`src/rtl/rstc_pkg.sv`:
```
package rstc_pkg;
  localparam int NCPU    = 4;
  localparam int NFATAL  = 7;
  localparam int DATA_W  = 8;
  localparam int ADDR_W  = 3;
  localparam int POR_W   = 18;
  localparam int XIR_W   = 6;
  localparam int PSOFT_W = NCPU + 1;
  localparam int NHW     = NFATAL + 7;

  // cause bit positions (software reads these)
  localparam int C_SOFTSYS = 4;
  localparam int C_JTAG    = 5;
  localparam int C_BUTTON  = 6;
  localparam int C_PWRUP   = 7;
  localparam int C_FATAL0  = 8;
  localparam int C_SYNTH   = 15;
  localparam int C_WDOG    = 16;
  localparam int C_MON     = 17;
  localparam int W_JTAG    = 4;
  localparam int W_ALARM   = 5;

  localparam logic [POR_W-1:0] POR_CAUSE_RST = POR_W'(1) << C_PWRUP;
  localparam logic [XIR_W-1:0] XIR_CAUSE_RST = '0;

  // hardware edge vector layout
  localparam int H_JXIR  = 0;
  localparam int H_ALARM = 1;
  localparam int H_JPOR  = 2;
  localparam int H_BTN   = 3;
  localparam int H_FAT0  = 4;
  localparam int H_SYN   = H_FAT0 + NFATAL;
  localparam int H_WDOG  = H_SYN + 1;
  localparam int H_MON   = H_WDOG + 1;

  typedef enum logic [ADDR_W-1:0] {
    A_PORREQ = 3'd0,
    A_XIRREQ = 3'd1,
    A_WDARM  = 3'd2,
    A_SYNTH  = 3'd3,
    A_PORC0  = 3'd4,
    A_PORC1  = 3'd5,
    A_PORC2  = 3'd6,
    A_XIRC   = 3'd7
  } reg_addr_e;
endpackage

```
`src/rtl/rstc_edge.sv`:
```
module rstc_edge #(
  parameter int W = 1
) (
  input  logic         clk,
  input  logic         rst_n,
  input  logic [W-1:0] lvl,
  output logic [W-1:0] rise
);
  logic [W-1:0] prev;

  always_ff @(posedge clk or negedge rst_n) begin
    if (!rst_n) prev <= '0;
    else        prev <= lvl;
  end

  assign rise = lvl & ~prev;
endmodule

```
`src/rtl/rstc_pulse.sv`:
```
module rstc_pulse #(
  parameter int           CW        = 6,
  parameter int           MW        = 4,
  parameter int           LEN       = 16,
  parameter logic [CW-1:0] CAUSE_RST = '0
) (
  input  logic          clk,
  input  logic          rst_n,
  input  logic [CW-1:0] req_cause,
  input  logic [MW-1:0] req_mask,
  output logic [CW-1:0] cause_q,
  output logic [MW-1:0] pulse_o,
  output logic          take_o
);
  localparam int CNT_W = $clog2(LEN + 1);

  logic [CNT_W-1:0] cnt;
  logic [MW-1:0]    mask_q;
  logic             busy;

  assign busy   = (cnt != '0);
  assign take_o = !busy && (|req_cause);

  always_ff @(posedge clk or negedge rst_n) begin
    if (!rst_n) begin
      cnt     <= '0;
      cause_q <= CAUSE_RST;
      mask_q  <= '0;
    end else if (take_o) begin
      cnt     <= CNT_W'(LEN);
      cause_q <= req_cause;
      mask_q  <= req_mask;
    end else if (busy) begin
      cnt     <= cnt - 1'b1;
    end
  end

  assign pulse_o = busy ? mask_q : '0;
endmodule

```
`src/rtl/rstc_regs.sv`:
```
module rstc_regs
  import rstc_pkg::*;
(
  input  logic                 clk,
  input  logic                 rst_n,
  input  logic                 bus_wr,
  input  logic [ADDR_W-1:0]    bus_addr,
  input  logic [DATA_W-1:0]    bus_wdata,
  output logic [DATA_W-1:0]    bus_rdata,
  input  logic                 por_take,
  input  logic                 xir_take,
  input  logic [POR_W-1:0]     por_cause,
  input  logic [XIR_W-1:0]     xir_cause,
  output logic [PSOFT_W-1:0]   por_soft,
  output logic [NCPU-1:0]      xir_soft,
  output logic                 wd_en,
  output logic                 synth_lvl
);
  logic synth_arm, synth_load;
  logic wr_por, wr_xir, wr_wd, wr_syn;
  logic unused_wbits;

  assign wr_por = bus_wr && (bus_addr == A_PORREQ);
  assign wr_xir = bus_wr && (bus_addr == A_XIRREQ);
  assign wr_wd  = bus_wr && (bus_addr == A_WDARM);
  assign wr_syn = bus_wr && (bus_addr == A_SYNTH);
  assign unused_wbits = ^bus_wdata[6:5];

  always_ff @(posedge clk or negedge rst_n) begin
    if (!rst_n) begin
      por_soft   <= '0;
      xir_soft   <= '0;
      wd_en      <= 1'b0;
      synth_arm  <= 1'b0;
      synth_load <= 1'b0;
    end else begin
      por_soft <= (wr_por ? bus_wdata[PSOFT_W-1:0] : por_soft)
                  & ~(por_take ? por_soft : '0);
      xir_soft <= (wr_xir ? bus_wdata[NCPU-1:0] : xir_soft)
                  & ~(xir_take ? xir_soft : '0);
      if (wr_wd) wd_en <= bus_wdata[0];
      if (wr_syn) begin
        synth_arm  <= bus_wdata[DATA_W-1];
        synth_load <= bus_wdata[0];
      end
    end
  end

  assign synth_lvl = synth_arm && synth_load;

  always_comb begin
    bus_rdata = '0;
    case (bus_addr)
      A_PORREQ: bus_rdata = DATA_W'(por_soft);
      A_XIRREQ: bus_rdata = DATA_W'(xir_soft);
      A_WDARM:  bus_rdata = DATA_W'(wd_en);
      A_SYNTH:  bus_rdata = {synth_arm, {(DATA_W-2){1'b0}}, synth_load};
      A_PORC0:  bus_rdata = por_cause[7:0];
      A_PORC1:  bus_rdata = por_cause[15:8];
      A_PORC2:  bus_rdata = DATA_W'(por_cause[POR_W-1:16]);
      A_XIRC:   bus_rdata = DATA_W'(xir_cause);
      default:  bus_rdata = '0;
    endcase
  end
endmodule

```
`src/rtl/rstc_top.sv`:
```
module rstc_top
  import rstc_pkg::*;
#(
  parameter int PULSE_LEN = 16
) (
  input  logic                clk,
  input  logic                rst_n,
  input  logic                bus_wr,
  input  logic [ADDR_W-1:0]   bus_addr,
  input  logic [DATA_W-1:0]   bus_wdata,
  output logic [DATA_W-1:0]   bus_rdata,
  input  logic                jtag_por_i,
  input  logic                button_i,
  input  logic [NFATAL-1:0]   fatal_i,
  input  logic                monitor_i,
  input  logic                wdog_i,
  input  logic                jtag_xir_i,
  input  logic                xir_alarm_i,
  output logic [NCPU-1:0]     cpu_por_o,
  output logic                sys_por_o,
  output logic [NCPU-1:0]     cpu_xir_o
);
  logic [PSOFT_W-1:0] por_soft;
  logic [NCPU-1:0]    xir_soft;
  logic               wd_en, synth_lvl;
  logic [NHW-1:0]     hw_lvl, hw_rise;
  logic [POR_W-1:0]   por_req, por_cause;
  logic [XIR_W-1:0]   xir_req, xir_cause;
  logic [PSOFT_W-1:0] por_mask, por_pulse;
  logic [NCPU-1:0]    xir_mask;
  logic               por_take, xir_take, por_sys, xir_all;

  rstc_regs u_regs (
    .clk(clk), .rst_n(rst_n),
    .bus_wr(bus_wr), .bus_addr(bus_addr), .bus_wdata(bus_wdata),
    .bus_rdata(bus_rdata),
    .por_take(por_take), .xir_take(xir_take),
    .por_cause(por_cause), .xir_cause(xir_cause),
    .por_soft(por_soft), .xir_soft(xir_soft),
    .wd_en(wd_en), .synth_lvl(synth_lvl)
  );

  always_comb begin
    hw_lvl                          = '0;
    hw_lvl[H_JXIR]                  = jtag_xir_i;
    hw_lvl[H_ALARM]                 = xir_alarm_i;
    hw_lvl[H_JPOR]                  = jtag_por_i;
    hw_lvl[H_BTN]                   = button_i;
    hw_lvl[H_FAT0 +: NFATAL]        = fatal_i;
    hw_lvl[H_SYN]                   = synth_lvl;
    hw_lvl[H_WDOG]                  = wdog_i;
    hw_lvl[H_MON]                   = monitor_i;
  end

  rstc_edge #(.W(NHW)) u_edge (
    .clk(clk), .rst_n(rst_n), .lvl(hw_lvl), .rise(hw_rise)
  );

  always_comb begin
    por_req                      = '0;
    por_req[PSOFT_W-1:0]         = por_soft;
    por_req[C_JTAG]              = hw_rise[H_JPOR];
    por_req[C_BUTTON]            = hw_rise[H_BTN];
    por_req[C_FATAL0 +: NFATAL]  = hw_rise[H_FAT0 +: NFATAL];
    por_req[C_SYNTH]             = hw_rise[H_SYN];
    por_req[C_WDOG]              = hw_rise[H_WDOG] && wd_en;
    por_req[C_MON]               = hw_rise[H_MON];
    xir_req                      = '0;
    xir_req[NCPU-1:0]            = xir_soft;
    xir_req[W_JTAG]              = hw_rise[H_JXIR];
    xir_req[W_ALARM]             = hw_rise[H_ALARM];
  end

  assign por_sys = |por_req[POR_W-1:C_SOFTSYS];
  assign xir_all = |xir_req[XIR_W-1:W_JTAG];

  for (genvar g = 0; g < NCPU; g++) begin : g_cpu
    assign por_mask[g] = por_soft[g] | por_sys;
    assign xir_mask[g] = xir_soft[g] | xir_all;
  end
  assign por_mask[NCPU] = por_sys;

  rstc_pulse #(
    .CW(POR_W), .MW(PSOFT_W), .LEN(PULSE_LEN), .CAUSE_RST(POR_CAUSE_RST)
  ) u_por (
    .clk(clk), .rst_n(rst_n),
    .req_cause(por_req), .req_mask(por_mask),
    .cause_q(por_cause), .pulse_o(por_pulse), .take_o(por_take)
  );

  rstc_pulse #(
    .CW(XIR_W), .MW(NCPU), .LEN(PULSE_LEN), .CAUSE_RST(XIR_CAUSE_RST)
  ) u_xir (
    .clk(clk), .rst_n(rst_n),
    .req_cause(xir_req), .req_mask(xir_mask),
    .cause_q(xir_cause), .pulse_o(cpu_xir_o), .take_o(xir_take)
  );

  assign cpu_por_o = por_pulse[NCPU-1:0];
  assign sys_por_o = por_pulse[NCPU];
endmodule

```
`config.mk`:
```
export PLATFORM = sky130hd
export DESIGN_NAME = rstc_top
export DESIGN_NICKNAME = d
export VERILOG_FILES = /design/src/rtl/rstc_pkg.sv /design/src/rtl/rstc_edge.sv /design/src/rtl/rstc_pulse.sv /design/src/rtl/rstc_regs.sv /design/src/rtl/rstc_top.sv
export SDC_FILE = /design/constraint.sdc
export NUM_CORES = 1
export LEC_CHECK = 0
export BUFFER_PORTS_ARGS = -buffer_cell sky130_fd_sc_hd__buf_4
export CAP_MARGIN = 20
export CORE_MARGIN = 2
export CORE_UTILIZATION = 57
export DETAILED_ROUTE_END_ITERATION = 12
export GPL_TIMING_DRIVEN = 0
export PLACE_DENSITY_LB_ADDON = 0.25
export REMOVE_ABC_BUFFERS = 1
export SETUP_SLACK_MARGIN = 0.15
export SKIP_CTS_REPAIR_TIMING = 1
export SKIP_LAST_GASP = 1
export SYNTH_ARGS = -nofsm -noshare
export SYNTH_HDL_FRONTEND = slang
export SYNTH_HIERARCHICAL = 1
export SYNTH_SLANG_ARGS = --single-unit
```
`constraint.sdc`:
```
create_clock -name clk -period 2.78 [get_ports clk]
set_input_delay 0.417 -clock clk [delete_from_list [all_inputs] [get_ports clk]]
set_output_delay 0.417 -clock clk [all_outputs]
set_load 0.005 [all_outputs]
```
* Word-level counts from Yosys, hierarchy flattened
Index checks and enable logic that the tools add are counted.
** Word-level totals
- Flip-flop bits (word level) :: 69
- Output and inout bits :: 17
- Word-level logic and storage cells :: 65
** Operators by class
- Bitwise gates (word level) :: 14
- Eq/ne operators :: 7
- Muxes and demuxes :: 11
- Reduce and logical (&&, ||, !) cells :: 19
- Add/sub/neg operators :: 2
** Operators with widths (count)
- 8-bit case mux with 8 select lines :: 1
- 5-bit 2-to-1 mux :: 7
- 17-bit OR reduction :: 1
- 14-bit AND :: 1
- 14-bit NOT :: 1
- 13-bit OR reduction :: 1
- 3-bit == test (second input constant) :: 4
- 4-bit 2-to-1 mux :: 3
- 5-bit nonzero test :: 2
- 5-bit by 1-bit subtractor with 5-bit output (second input constant) :: 2
- 1-bit logical AND :: 8
- 1-bit bitwise OR :: 8
- 3-bit by 2-bit == test with 1-bit output (second input constant) :: 2
- 6-bit OR reduction :: 1
- 5-bit AND :: 1
- 5-bit NOT :: 1
- 4-bit AND :: 1
- 4-bit NOT :: 1
- 2-bit nonzero test :: 2
- 3-bit by 1-bit == test with 1-bit output (second input constant) :: 1
- 3-bit logical NOT :: 1
- 1-bit logical NOT :: 2
- 2-bit OR reduction :: 1

* Logic depth before layout (Yosys ltp)
- Word-level depth :: 8
- Mapped depth :: 9

* By module
The synthesis kept the hierarchy.
** By module, submodules not included
- rstc_pulse (u_por) :: instances 1, seq. area each 701.9 µm², area an instance 1128.6 µm², cells each 86
- rstc_regs :: instances 1, seq. area each 300.3 µm², area an instance 867.1 µm², cells each 80
- rstc_pulse (u_xir) :: instances 1, seq. area each 375.4 µm², area an instance 674.4 µm², cells each 51
- rstc_edge :: instances 1, seq. area each 350.3 µm², area an instance 543.0 µm², cells each 28
- rstc_top :: instances 1, seq. area each 0.0 µm², area an instance 152.6 µm², cells each 18

* Worst setup path after synthesis
OpenSTA, ideal clock, no wires.
- Path type :: reg-to-reg
- Start point :: register u_por.cnt[0]
- End point :: register u_por.mask_q[0]
- Period minus slack after synthesis :: 2062 ps
- Data required time :: 2655 ps
- Path buffers :: 1
- Setup time :: 125 ps
- Cell stages (with the launch flop) :: 9
- Path slack :: 718 ps
- Arrival :: 1937 ps
- Cells stage by stage :: dfrtp_1 -> inv_1 -> ha_1 -> or3b_1 -> or2_0 -> buf_2 -> a21o_1 -> inv_2 -> mux2_2
** On the way
- Word-level cells in the longest chain between the ends :: 3
** RTL lines
- from (decl) :: RTL line rstc_pulse.sv:17 : logic [CNT_W-1:0] cnt;
- from (signal assigned) :: RTL line rstc_pulse.sv:30 : cnt <= CNT_W'(LEN);
- from (signal assigned) :: RTL line rstc_pulse.sv:34 : cnt <= cnt - 1'b1;
- 5-bit nonzero test :: RTL line rstc_pulse.sv:21 : assign busy = (cnt != '0);
- 1-bit logical NOT :: RTL line rstc_pulse.sv:22 : assign take_o = !busy && (|req_cause);
- 1-bit logical AND :: RTL line rstc_pulse.sv:22
- named net por_take :: RTL line rstc_top.sv:31 : logic por_take, xir_take, por_sys, xir_all;
- to (signal assigned) :: RTL line rstc_pulse.sv:32 : mask_q <= req_mask;
- to (decl) :: RTL line rstc_pulse.sv:18 : logic [MW-1:0] mask_q;
The timed path passes the listed nets, and every way through them passes these cells.
A chain may end at the register's enable or synchronous reset.

* Worst setup path in the final report
- Start point :: register u_regs.por_soft[2]
- End point :: register u_por.mask_q[1]
** On the way
- Word-level cells in the longest chain between the ends :: 2
** RTL lines
- from (decl) :: RTL line rstc_regs.sv:14 : output logic [PSOFT_W-1:0] por_soft,
- from (signal assigned) :: RTL line rstc_regs.sv:37 : por_soft <= (wr_por ? bus_wdata[PSOFT_W-1:0] : por_soft)
- 17-bit OR reduction :: RTL line rstc_pulse.sv:22
- 1-bit logical AND :: RTL line rstc_pulse.sv:22
- named net por_take :: RTL line rstc_top.sv:31
The timed path passes the listed nets, and every way through them passes these cells.

==> summary.md <==
| Metric | Value |
|---|---|
| Outcome | `finished, final reports clean` |
| DR WL met3 | `just over 300 um` |
| Slack of the critical path | `304 ps` |
| Total CTS buffers | `9` |
| # diodes | `0` |
| Max-slew headroom | `between 30% and 40%` |
| Drt pass-1 iters | `4` |
| Initial antenna violation count | `0` |
| Post-Syn Area per Cell | `12.8 sq um` |
| Worst Setup End Kind | `register` |
| First-pass GRT wire length | `around 11 mm` |
| Final design utilization | `70.1%` |
| Met1 WL | `3.15 mm` |
| Number of global-route vias before repair | `between 2,000 and 2,500` |
| Core area | `0.00561 sq mm` |
| Initial Util | `60.0%` |
| CTS clk-pin slew, worst paths | `around 80 ps` |
| I/O Buffers | `41` |
| H-tree levels | `3` |
| Detailed Route WL | `6.94 mm` |
| Routed wl met2 | `3.41 mm` |
| FMAX | `just over 0.4 GHz` |
| DR top layer | `met4` |
| Skew-Pair Late Insertion Delay | `350 ps` |
| Async S/R FF share, synth | `100%` |
| Top cell type's share of synthesized area | `50.6%` |
| Post-synth EDFFs | `0` |
| Syn Inst Count | `263` |
| Setup-failing EPs final | `0` |
| Routed Antenna Nets | `0` |
| Arr. time, crit path | `~2700 ps` |
| CP startpoint kind | `register` |
| Synth top area cells | `dfrtp_1 51%, a22o_1 6.2%, nor2b_4 5.7%` |
| Post-Place Setup Slack | `111 ps` |
| Ratio of final minimum period to clock period | `89.1%` |
| Slew Viols, Final | `0` |
| Sequential cell area fraction in the yosys report | `51.3%` |
| Avg WL per Cell | `17.9 um` |
| Die X | `between 80 and 90 um` |
| Largest net degree at the start of global routing | `70` |
| Final Instance Area | `between 0.003 and 0.004 sq mm` |
| Die ar. | `0.00654 sq mm` |
| Top FF cell, synth | `dfrtp_1` |
| Layout area overhead | `16.8%` |
| HPWL Detailed | `between 4 and 5 mm` |
| Critical path type | `register to register` |
| Minimum hold slack | `180 ps` |
| RSZ-0062 raised after global routing | `false` |
| Data required, critical path | `approximately 3000 ps` |
| Hold crit path type | `primary input to asynchronous set/reset pin` |
| Tot GR Track Use | `about a quarter` |
| Setup_tns | `0 ps` |
| Hold Violations, Final | `0` |
| YS warnings | `6` |
| Tightest Pin Transition | `between 1000 and 1500 ps` |
| Die height | `approximately 81 um` |
| Root Driver | `clkbuf_8` |
| TritonCTS clock tree | `done` |
| Vias | `2,273` |
| Final Wtd Congestion | `around 0.76` |
| Vias per cell | `between 5 and 6` |
| Min cycle time layout | `2480 ps` |
| Leak | `1.79 nW` |
| DP Area | `roughly 0.0037 sq mm` |
| Grt total ovfl | `0` |
| Worst-path fanout max | `20` |
| Initial DRC Count | `~160` |
| Final Skew | `just under 8 ps` |
| R2R setup slack | `~300 ps` |
| FF+latch count, synth | `69` |
| Cell Pwr Density | `between 900 and 1000 mW/mm^2` |
| Top Ports | `44` |
| Largest area contributor in the netlist | `dfrtp_1` |
| # Max-Cap Violations | `0` |
| CTS sink count | `69` |
| VDD IR max | `between 0.4 and 0.5 mV` |
| Synth unique cells | `49` |
| Nets | `339` |
| Rows | `27` |
| Synthesized area | `0.00337 sq mm` |
| DRC Markers | `0` |
| Share of layout cells above drive strength 1 | `33.3%` |
| Longest Clk Path Bufs | `2` |
## per-stage QoR
| step | total power [mW] | std cells |
|---|---|---|
| floorplan | 2.41 | 251 |
| global placement | 2.80 | 364 |
| detailed placement | 2.87 | 365 |
| CTS | 3.71 | 381 |
| global route | 3.97 | 387 |
| finish | 3.74 | 387 |
## routing by layer
| layer | vias to the layer above | track usage [%] |
|---|---|---|
| met2 | 55 | 36.8 |
| met3 | 6 | 5.89 |
| met5 | - | 0 |
| met1 | 1141 | 31.2 |
| li1 | 1071 | - |
| met4 | 0 | 10.0 |
## worst max-delay path: stages, from the launching register on
cell and delay (ps):
dfrtp_1 500, or4_1 540, nor3_1 380, a21o_2 440, inv_2 190, mux2_2 310
## cells in the mapped netlist (3+ instances only)
cell type / count
a21oi_1: 15
a22o_1: 24
and2_1: 7
buf_2: 5
buf_6: 4
dfrtp_1: 68
inv_1: 5
mux2_2: 14
mux2_4: 4
mux2i_1: 14
nand2_1: 6
nand2b_1: 4
nand3_1: 3
nand4_1: 7
nor2_1: 5
nor2b_1: 4
nor2b_4: 14
nor3_1: 3
nor4_1: 5
nor4_4: 3
o21ai_0: 9
or3_1: 5
## placed cells by master, fill, tap and decap left out, types with 2 or more instances in the layout
cell      instances
dfrtp_1          68
buf_4            48
a22o_1           24
a21oi_1          15
nor2b_4          14
mux2_2           14
mux2i_1          14
clkbuf_8         10
o21ai_0           9
and2_1            7
nand4_1           7
nand2_1           6
or3_1             5
nor4_1            5
inv_1             5
nor2_1            5
nand2b_1          4
nor2b_1           4
mux2_4            4
nor4_4            3
clkinv_2          3
nor3_1            3
nand3_1           3
clkinv_4          2
conb_1            2
a31oi_1           2
ha_1              2
mux4_1            2
a22oi_1           2
nor4b_4           2
and2b_1           2
## path summary, 6_finish.rpt
path,startpoint,end,cells past startpoint
worst max-delay path,u_regs/por_soft[2]$_DFF_PN0_,u_por/mask_q[1]$_DFFE_PN0P_,5
min in group clk,xir_alarm_i,u_edge/prev[1]$_DFF_PN0_,1
max in group asynchronous,rst_n,u_por/cause_q[0]$_DFFE_PN0P_,1
worst min register to register,u_por/cnt[3]$_DFFE_PN0P_,u_por/cnt[3]$_DFFE_PN0P_,1
worst max register to register,u_regs/por_soft[2]$_DFF_PN0_,u_por/mask_q[1]$_DFFE_PN0P_,5
worst min-delay path,rst_n,u_xir/cnt[2]$_DFFE_PN0P_,1
## kinds of logic (layout without fill, tap and decap cells)
family / Yosys count / count (layout) / share of synthesized area [%]
other: 1 / 2 / 0.111
and+or+nand+nor: 78 / 78 / 19.6
muxes: 34 / 34 / 12.2
DFF: 69 / 69 / 51.3
adders and majority gates: 2 / 2 / 0.743
buffers and inverters: 20 / 71 / 3.68
xor gates and xnor gates: 1 / 1 / 0.260
AOI/OAI and AO/OA: 58 / 58 / 12.1
## where the power goes
| group | switching (mW) | internal, mW | total, mW |
|---|---|---|---|
| clock network | 0.386 | 0.437 | 0.823 |
| registers | 0.357 | 1.38 | 1.73 |
| logic | 0.498 | 0.682 | 1.18 |
| total | 1.24 | 2.50 | 3.74 |
## final cells by class
class / instances / area [sq um]
Clock buffer: 10 / 138
Clock inverter: 6 / 62.6
Fill cell: 428 / 1680
Inverter: 7 / 33.8
Multi-Input combinational cell: 175 / 1520
Sequential cell: 69 / 1730
Tap cell: 72 / 90.1
Timing Repair Buffer: 48 / 360
## flip-flops by register name (all words and copies together), names as in the netlist
name and flops:
u_regs/por_soft 5, u_regs/synth_load 1, u_regs/xir_soft 4, u_xir/cnt 5
u_regs/wd_en 1, u_regs/synth_arm 1, u_por/cnt 5, u_edge/prev 14
u_por/cause_q 18, u_por/mask_q 5, u_xir/cause_q 6, u_xir/mask_q 4
No activity file was read; power rests on OpenSTA's default activity.
